`src/rtl/mvs_pkg.sv`:
```
package mvs_pkg;
  typedef enum logic [1:0] {
    ST_IDLE = 2'd0,
    ST_RUN  = 2'd1,
    ST_DONE = 2'd2
  } seq_state_e;
endpackage

```
`src/rtl/mvs_mask_reg.sv`:
```
module mvs_mask_reg #(
  parameter int NUM_ELEM = 16,
  parameter int DATA_W   = 16,
  parameter int IDX_W    = 4
) (
  input  logic                clk_i,
  input  logic                rst_ni,
  input  logic                clear_i,
  input  logic                cmp_we_i,
  input  logic [IDX_W-1:0]    cmp_idx_i,
  input  logic [DATA_W-1:0]   cmp_data_i,
  output logic [NUM_ELEM-1:0] mask_o
);
  logic [NUM_ELEM-1:0] mask_q;
  logic                cmp_gt0;

  assign cmp_gt0 = $signed(cmp_data_i) > $signed({DATA_W{1'b0}});

  always_ff @(posedge clk_i or negedge rst_ni) begin
    if (!rst_ni) begin
      mask_q <= '1;
    end else if (clear_i) begin
      mask_q <= '1;
    end else if (cmp_we_i && (int'(cmp_idx_i) < NUM_ELEM)) begin
      mask_q[cmp_idx_i] <= cmp_gt0;
    end
  end

  assign mask_o = mask_q;

  assert_clear_all_R8: assert property (@(posedge clk_i) disable iff (!rst_ni)
    clear_i |=> (&mask_q));
endmodule

```
`src/rtl/mvs_prio_enc.sv`:
```
module mvs_prio_enc #(
  parameter int W  = 16,
  parameter int IW = 4
) (
  input  logic [W-1:0]  req_i,
  output logic          any_o,
  output logic [IW-1:0] idx_o,
  output logic [W-1:0]  oh_o
);
  // lowest set bit wins: scan downward so the last hit is the smallest index
  always_comb begin
    idx_o = '0;
    oh_o  = '0;
    for (int i = W - 1; i >= 0; i--) begin
      if (req_i[i]) begin
        idx_o    = IW'(i);
        oh_o     = '0;
        oh_o[i]  = 1'b1;
      end
    end
  end

  assign any_o = |req_i;
endmodule

```
`src/rtl/mvs_lane_alu.sv`:
```
module mvs_lane_alu #(
  parameter int DATA_W = 16
) (
  input  logic [DATA_W-1:0] a_i,
  input  logic [DATA_W-1:0] b_i,
  output logic [DATA_W-1:0] sum_o
);
  assign sum_o = a_i + b_i;
endmodule

```
`src/rtl/mvs_seq.sv`:
```
module mvs_seq
  import mvs_pkg::*;
#(
  parameter int NUM_ELEM     = 16,
  parameter int IDX_W        = 4,
  parameter int CNT_W        = 5,
  parameter bit DENSITY_TIME = 1'b0
) (
  input  logic                clk_i,
  input  logic                rst_ni,
  input  logic                start_i,
  input  logic [CNT_W-1:0]    vlen_i,
  input  logic [NUM_ELEM-1:0] mask_i,
  output logic                wr_en_o,
  output logic [IDX_W-1:0]    idx_o,
  output logic                done_o
);
  seq_state_e          state_q;
  logic [CNT_W-1:0]    vlen_eff;
  logic [NUM_ELEM-1:0] win;
  logic [NUM_ELEM-1:0] act;
  logic                go;
  logic                empty_w;
  logic                last_w;
  logic                running;

  assign vlen_eff = (vlen_i > CNT_W'(NUM_ELEM)) ? CNT_W'(NUM_ELEM) : vlen_i;

  always_comb begin
    for (int i = 0; i < NUM_ELEM; i++) begin
      win[i] = (i < int'(vlen_eff));
    end
  end

  assign act     = mask_i & win;
  assign go      = (state_q == ST_IDLE) && start_i;
  assign running = (state_q == ST_RUN);
  assign done_o  = (state_q == ST_DONE);

  always_ff @(posedge clk_i or negedge rst_ni) begin
    if (!rst_ni) begin
      state_q <= ST_IDLE;
    end else begin
      unique case (state_q)
        ST_IDLE: if (start_i) state_q <= empty_w ? ST_DONE : ST_RUN;
        ST_RUN:  if (last_w)  state_q <= ST_DONE;
        ST_DONE: state_q <= ST_IDLE;
        default: state_q <= ST_IDLE;
      endcase
    end
  end

  generate
    if (DENSITY_TIME) begin : g_skip
      logic [NUM_ELEM-1:0] pend_q;
      logic [NUM_ELEM-1:0] pend_oh;
      logic [NUM_ELEM-1:0] pend_nxt;
      logic                pend_any;

      mvs_prio_enc #(.W(NUM_ELEM), .IW(IDX_W)) u_enc (
        .req_i (pend_q),
        .any_o (pend_any),
        .idx_o (idx_o),
        .oh_o  (pend_oh)
      );

      assign pend_nxt = pend_q & ~pend_oh;
      assign empty_w  = (act == '0);
      assign last_w   = (pend_nxt == '0);
      assign wr_en_o  = running && pend_any;

      always_ff @(posedge clk_i or negedge rst_ni) begin
        if (!rst_ni) begin
          pend_q <= '0;
        end else if (go) begin
          pend_q <= act;
        end else if (running) begin
          pend_q <= pend_nxt;
        end
      end

      assert_skip_busy_R6: assert property (@(posedge clk_i) disable iff (!rst_ni)
        running |-> wr_en_o);
      assert_skip_drained_R7: assert property (@(posedge clk_i) disable iff (!rst_ni)
        done_o |-> (pend_q == '0));
    end else begin : g_sweep
      logic [NUM_ELEM-1:0] snap_q;
      logic [IDX_W-1:0]    cnt_q;
      logic [CNT_W-1:0]    vlen_q;

      assign empty_w = (vlen_eff == '0);
      assign last_w  = (CNT_W'(cnt_q) + CNT_W'(1)) == vlen_q;
      assign idx_o   = cnt_q;
      assign wr_en_o = running && snap_q[cnt_q];

      always_ff @(posedge clk_i or negedge rst_ni) begin
        if (!rst_ni) begin
          snap_q <= '0;
          cnt_q  <= '0;
          vlen_q <= '0;
        end else if (go) begin
          snap_q <= act;
          cnt_q  <= '0;
          vlen_q <= vlen_eff;
        end else if (running && !last_w) begin
          cnt_q <= cnt_q + IDX_W'(1);
        end
      end

      assert_sweep_in_range_R4: assert property (@(posedge clk_i) disable iff (!rst_ni)
        running |-> (CNT_W'(cnt_q) < vlen_q));
      assert_sweep_step_R5: assert property (@(posedge clk_i) disable iff (!rst_ni)
        (running && !last_w) |=> (running && (cnt_q == $past(cnt_q) + IDX_W'(1))));
    end
  endgenerate

  assert_done_pulse_R7: assert property (@(posedge clk_i) disable iff (!rst_ni)
    done_o |=> !done_o);
  assert_ascending_R6: assert property (@(posedge clk_i) disable iff (!rst_ni)
    (wr_en_o && $past(wr_en_o) && $past(running)) |-> (idx_o > $past(idx_o)));
  assert_start_ignored_R10: assert property (@(posedge clk_i) disable iff (!rst_ni)
    (running && !last_w) |=> running);
endmodule

```
`src/rtl/masked_vec_seq.sv`:
```
module masked_vec_seq #(
  parameter int NUM_ELEM     = 16,
  parameter int DATA_W       = 16,
  parameter bit DENSITY_TIME = 1'b0
) (
  input  logic                              clk_i,
  input  logic                              rst_ni,
  input  logic                              start_i,
  input  logic [$clog2(NUM_ELEM+1)-1:0]     vlen_i,
  input  logic                              mask_clear_i,
  input  logic                              cmp_we_i,
  input  logic [$clog2(NUM_ELEM)-1:0]       cmp_idx_i,
  input  logic [DATA_W-1:0]                 cmp_data_i,
  output logic [$clog2(NUM_ELEM)-1:0]       rd_idx_o,
  input  logic [DATA_W-1:0]                 src_a_i,
  input  logic [DATA_W-1:0]                 src_b_i,
  output logic                              wr_en_o,
  output logic [$clog2(NUM_ELEM)-1:0]       wr_idx_o,
  output logic [DATA_W-1:0]                 wr_data_o,
  output logic                              done_o
);
  localparam int IDX_W = $clog2(NUM_ELEM);
  localparam int CNT_W = $clog2(NUM_ELEM + 1);

  logic [NUM_ELEM-1:0] mask;
  logic [IDX_W-1:0]    idx;

  mvs_mask_reg #(.NUM_ELEM(NUM_ELEM), .DATA_W(DATA_W), .IDX_W(IDX_W)) u_mask (
    .clk_i      (clk_i),
    .rst_ni     (rst_ni),
    .clear_i    (mask_clear_i),
    .cmp_we_i   (cmp_we_i),
    .cmp_idx_i  (cmp_idx_i),
    .cmp_data_i (cmp_data_i),
    .mask_o     (mask)
  );

  mvs_seq #(
    .NUM_ELEM(NUM_ELEM), .IDX_W(IDX_W), .CNT_W(CNT_W), .DENSITY_TIME(DENSITY_TIME)
  ) u_seq (
    .clk_i   (clk_i),
    .rst_ni  (rst_ni),
    .start_i (start_i),
    .vlen_i  (vlen_i),
    .mask_i  (mask),
    .wr_en_o (wr_en_o),
    .idx_o   (idx),
    .done_o  (done_o)
  );

  mvs_lane_alu #(.DATA_W(DATA_W)) u_alu (
    .a_i   (src_a_i),
    .b_i   (src_b_i),
    .sum_o (wr_data_o)
  );

  assign rd_idx_o = idx;
  assign wr_idx_o = idx;

  assert_write_idle_R1: assert property (@(posedge clk_i) disable iff (!rst_ni)
    done_o |-> !wr_en_o);
endmodule

```
`config.mk`:
```
export PLATFORM = sky130hd
export DESIGN_NAME = masked_vec_seq
export DESIGN_NICKNAME = d
export VERILOG_FILES = /design/src/rtl/mvs_pkg.sv /design/src/rtl/mvs_mask_reg.sv /design/src/rtl/mvs_prio_enc.sv /design/src/rtl/mvs_lane_alu.sv /design/src/rtl/mvs_seq.sv /design/src/rtl/masked_vec_seq.sv
export SDC_FILE = /design/constraint.sdc
export NUM_CORES = 1
export LEC_CHECK = 0
export BUFFER_PORTS_ARGS = -buffer_cell sky130_fd_sc_hd__buf_4
export CORE_ASPECT_RATIO = 0.6
export CORE_MARGIN = 1.5
export CORE_UTILIZATION = 40
export DETAILED_ROUTE_END_ITERATION = 16
export GPL_TIMING_DRIVEN = 0
export SYNTH_ARGS = -nofsm -noshare
export SYNTH_HDL_FRONTEND = slang
export SYNTH_SLANG_ARGS = --single-unit
export TNS_END_PERCENT = 100
```
`constraint.sdc`:
```
create_clock -name clk_i -period 2.2 [get_ports clk_i]
set_input_delay 0.11 -clock clk_i [delete_from_list [all_inputs] [get_ports clk_i]]
set_output_delay 0.11 -clock clk_i [all_outputs]
set_load 0.02 [all_outputs]
```
**Word-level counts from Yosys, hierarchy flattened**

Cells that the tools add are included.
W data, S select, Z words.

- Logic and storage cells: 59
- Output and inout port bits: 26
- Register bits after elaboration: 43

- $add $sub $neg: 3
- Eq/ne operators: 5
- Bitwise gates (word level): 1
- Mux-type cells: 14
- Magnitude comparators: 21
- Reductions and logical operators: 10

Operator list:

| cell | count |
|---|---|
| $lt A4 B5 Y1 const A | 8 |
| $mux W16 | 2 |
| $lt A3 B5 Y1 const A | 4 |
| $add A16 B16 Y16 | 1 |
| $and A16 B16 Y16 | 1 |
| $bwmux W16 | 1 |
| $gt A16 B1 Y1 const B | 1 |
| $lt A1 B5 Y1 const A | 2 |
| $lt A2 B5 Y1 const A | 2 |
| $lt A4 B5 Y1 const B | 2 |
| $mux W4 | 2 |
| $mux W2 | 3 |
| $add A4 B1 Y5 const B | 1 |
| $eq A5 B5 Y1 | 1 |
| $gt A5 B5 Y1 const B | 1 |
| $logic_not A5 Y1 | 1 |
| $mux W5 | 1 |
| $add A4 B1 Y4 const B | 1 |
| $bmux W1 S4 | 1 |
| $demux W1 S4 | 1 |
| $ge A4 B1 Y1 const B | 1 |
| $logic_and A1 B1 Y1 | 4 |
| $pmux W2 S2 | 1 |
| $reduce_bool A2 Y1 | 2 |
| 8 further kinds | 9 |

**Depth between registers and ports, before layout**

- Depth in word-level cells: 7
- Depth in mapped cells: 7
- Mapped depth without buffers: 7

**Hierarchy**

From an unflattened synthesis, not the netlist that was laid out.

- Cells, all modules: 323
- Area, all modules: 2,982.9 um2

By module, submodules not included:

| module | cells an instance | instances | area an instance (um2) | sequential area each (um2) |
|---|---|---|---|---|
| mvs_seq | 155 | 1 | 1,465.2 | 675.6 |
| mvs_mask_reg | 66 | 1 | 763.2 | 420.4 |
| mvs_lane_alu | 98 | 1 | 724.4 | 0.0 |
| masked_vec_seq | 4 | 1 | 30.0 | 0.0 |

**Worst setup path before layout**

Ideal clock, no wire load.

- Kind: input-to-output
- Start: input src_a_i[4]
- End: output wr_data_o[13]
- Data required time: 2.090 ns
- Path slack: 0.119 ns
- Stages on the path: 6
- Arrival: 1.971 ns
- Cells stage by stage: ha_1 o211ai_1 o21bai_1 o211ai_1 and2_1 o311ai_0

- Word-level cells in the longest chain between the ends: 1

Ends and longest elaborated chain:

| what | RTL line | RTL |
|---|---|---|
| start: declaration | masked_vec_seq.sv:15 | `input logic [DATA_W-1:0] src_a_i,` |
| $add A16 B16 Y16 | mvs_lane_alu.sv:8 | `assign sum_o = a_i + b_i;` |
| end: declaration | masked_vec_seq.sv:19 | `output logic [DATA_W-1:0] wr_data_o,` |

Every way passes these cells.

**Final worst setup path**

- Start: register u_seq.g_sweep.cnt_q[0] (netlist: u_seq.idx_o[0])
- End: output wr_en_o

- Word-level cells in the longest chain between the ends: 3

Ends and longest elaborated chain:

| what | RTL line | RTL |
|---|---|---|
| start: declaration | mvs_seq.sv:88 | `logic [IDX_W-1:0] cnt_q;` |
| start signal: assignment | mvs_seq.sv:106 | `cnt_q <= cnt_q + IDX_W'(1);` |
| $bmux W1 S4 | mvs_seq.sv:94 | `assign wr_en_o = running && snap_q[cnt_q];` |
| $mux W1 (not written as such) | mvs_seq.sv:94 |  |
| $logic_and A1 B1 Y1 | mvs_seq.sv:94 |  |
| end: declaration | masked_vec_seq.sv:17 | `output logic wr_en_o,` |

Every way passes these cells. The select of a mux whose other input is x is not followed.

==> results.py <==
metrics = {
    "detailed_routing": {
        "vias": 2935,
        "antenna_left": 0,
        "viasPerCell": 5.288,
        "wl_per_cell_um": 15.15,
        "wirelength_um": 8406,
        "route.detailed.drc": 0,
        "drt-pass1-iter-count": 5,
        "drt_iter0_drc": 151,
    },
    "power": {
        "power.density_nw_per_um2": 956.3,
        "leakagePower_nw": 1.837,
        "p_total_mw": 3.898,
        "vdd_drop_max_mv": 0.4401,
    },
    "run_status": {
        "outcome": "finished, violations left",
        "violations": "setup timing",
    },
    "floorplanning": {
        "rows": 24,
        "fp.dieArea_um2": 8338,
        "core_um2": 7387,
        "fp.dieW_um": 116.9,
        "die_h_um": 71.34,
        "io_pins": 88,
        "start_util": 0.4214,
    },
    "sta": {
        "hold_violations": 0,
        "max_slew_margin": 0.5652,
        "slew_viol_final": 0,
        "tns_ps": -16.32,
        "worst_clock_skew_ps": 2.360,
        "worst_pin_slew_ps": 643.7,
        "finalSetupViolCount": 1,
        "min_period_over_period": 1.007,
        "clock.fmax_ghz": 0.4512,
        "fin_ws_ps": -16.32,
        "hold_slack_ps": 74.02,
        "rsz0062_at_grt": "true",
        "layout_min_cycle_time_ps": 2216,
    },
    "yosys": {
        "synth_top_area_cell": "dfrtp_1",
        "synth_mux_area_frac": 0.06672,
        "ys_seq_area_frac": 0.3521,
        "ys.flop_type": "dfrtp_1",
        "yosysMostFrequentCell": "nand2_1",
        "synthArstFlopShare": 1.000,
        "ys_types": 53,
        "yosysWarnings": 0,
        "yosys_register_bits": 43,
        "synth_compound_area_frac": 0.2062,
        "synthCells": 354,
        "syn_area_um2": 3113,
        "synth_top_family_by_area": "simple AND/OR/NAND/NOR gates",
        "synthXorXnorAreaFrac": 0.03939,
        "synthSimpleGateAreaFrac": 0.2215,
        "syn_nets": 433,
        "syn-mean-instance-area_um2": 8.794,
        "synth_edf_count": 0,
        "synth_fa_ha_area_frac": 0.07074,
        "synth_top_cells_by_count": "54 x nand2_1, 33 x o21ai_0, 27 x dfrtp_1, 20 x nor2_1",
        "synthTopCellsByArea": "dfrtp_1 22%, dfstp_2 14%, nand2_1 6.5%, ha_1 6.4%, o21ai_0 5.3%",
        "synth_top_area_frac": 0.2170,
    },
    "placement": {
        "gp_congestion": 0.8409,
        "post-place-ws_ps": -148.5,
        "post-place-cells": 542,
        "io_buffers": 84,
        "place_hpwl_um": 6346,
    },
    "clock_network": {
        "cts_tree": "done",
        "clockBufferDepth": 2,
        "cts_buffers": 5,
        "h-tree-depth": 2,
        "root_buffer": "clkbuf_16",
        "clock_sinks": 43,
        "clk_latency_ps": 280,
        "clkSlewWorstSetupHoldPaths_ps": 60,
    },
    "final_layout": {
        "multi_input_area_um2": 1899,
        "regArea_um2": 1096,
        "num_antenna_cells": 0,
        "nNetsFinal": 529,
        "syn_to_final_growth_pct": 30.95,
        "nFillCells": 726,
        "layout.cells.non_filler": 555,
        "drive_gt1_frac": 0.2882,
    },
    "setup_path": {
        "cpPeakStageDelay_ps": 520,
        "cp_cell_sequence": "buf_6, mux4_2, mux4_2, and2_4, buf_6",
        "crit_type": "flip-flop to output pin",
        "reg2reg_depth": 5,
        "critPathSlowestCell": "mux4_2",
        "r2r-start": "u_seq.idx_o[1]",
        "startpoint": "u_seq.idx_o[0]",
        "critical_path_required_ps": 2090,
        "end_kind": "output pin",
        "r2r-end": "u_seq.idx_o[0]",
        "arrival_ps": 2110,
        "cp-endpoint": "wr_en_o",
        "crit_path_start_kind": "flip-flop",
        "crit_fanout": 5,
        "r2r_slack_ps": 240,
    },
    "grt": {
        "grt_pass1_vias": 2698,
        "grt_max_degree": 44,
        "gr-usage-all-layers": 0.2139,
        "grt_overflow": 0,
        "grt_first_pass_wirelength_um": 13850,
        "antenna_found_initial": 0,
    },
    "worst_hold_path": {
        "min-delay-path-class": "input pin to flip-flop",
        "hold_depth": 2,
    },
    "flow_run": {
        "cap_violations": 0,
    },
}
-- timing repair --
action                     in CTS  in global routing
gates cloned                    0                  0
hold endpoints to repair       27                  0
pin swaps                       2                  4
buffers inserted                4                  1
gates resized for setup         8                  4
hold buffers                    1                  0
setup endpoints to repair       3                  4
-- worst max-delay path: cells and delay by family (launching register included) --
family	cells	cell delay, ps
mux	2	1010
flops	1	370
simple gates	1	170
buf+inv	2	270
-- report_power, final --
part | switching, mW | internal (mW)
Combinational | 1.00 | 0.947
Clock | 0.291 | 0.420
Sequential | 0.193 | 1.04
-- worst min path at each step --
stage / start / endpoint
global route: mask_clear_i / u_mask.mask_o[1]
finish: mask_clear_i / u_mask.mask_o[1]
floorplan: rst_ni / u_seq.g_sweep.snap_q[0]
global placement: rst_ni / u_seq.state_q[1]
CTS: mask_clear_i / u_mask.mask_o[1]
detailed placement: rst_ni / u_seq.state_q[0]
-- through the flow --
| stage | util | cell area, um2 |
|---|---|---|
| 2_1_floorplan | - | 3113 |
| 4_1_cts | 0.5503 | 4065 |
| 6_report | 0.5518 | 4076 |
| 5_1_grt | 0.5518 | 4076 |
| 3_5_place_dp | 0.5244 | 3874 |
| 3_3_place_gp | 0.5244 | 3874 |
-- final cells by class --
type                    count  share of cell area
plain buffers              22             0.02578
clock buffers               7             0.03254
clock inverters             1            0.001228
inverters                   7            0.006446
multi-input cells         281              0.4659
flip-flops and latches     43              0.2689
well taps                 104             0.03192
repair buffers             90              0.1673
-- sequential cells by signal, indices dropped and copies added, names as in the netlist --
signal / flops
u_mask.mask_o: 16
u_seq.g_sweep.snap_q: 16
u_seq.state_q: 2
u_seq.g_sweep.vlen_q: 5
u_seq.idx_o: 4
-- cell usage in the layout (no fill, tap or decap), drive strengths merged, types with 8 or more instances in the layout --
cell type | netlist | routed
a21o | 10 | 10
a21oi | 11 | 11
buf | 7 | 96
clkbuf | 16 | 22
dfrtp | 27 | 27
dfstp | 16 | 16
ha | 16 | 16
mux2i | 8 | 8
nand2 | 54 | 54
nand3 | 13 | 13
nand3b | 15 | 15
nor2 | 20 | 20
nor3 | 9 | 9
o21ai | 34 | 34
xnor2 | 8 | 8
-- cells by family (layout without fill, tap and decap cells) --
logic type	after synthesis	in the layout
xor gates and xnor gates	14	14
AOI/OAI and AO/OA	97	97
muxes	13	13
buffers and inverters	30	127
DFF	43	43
adders and majority gates	17	17
and+or+nand+nor	140	140
-- layer usage --
metal  part of all wire  track usage
met1               0.53       0.3321
met2               0.42       0.3093
met3              0.038      0.03807
met4             0.0034      0.04819
met5                  0            0
Note: power is estimated with default switching activity, not from simulation.
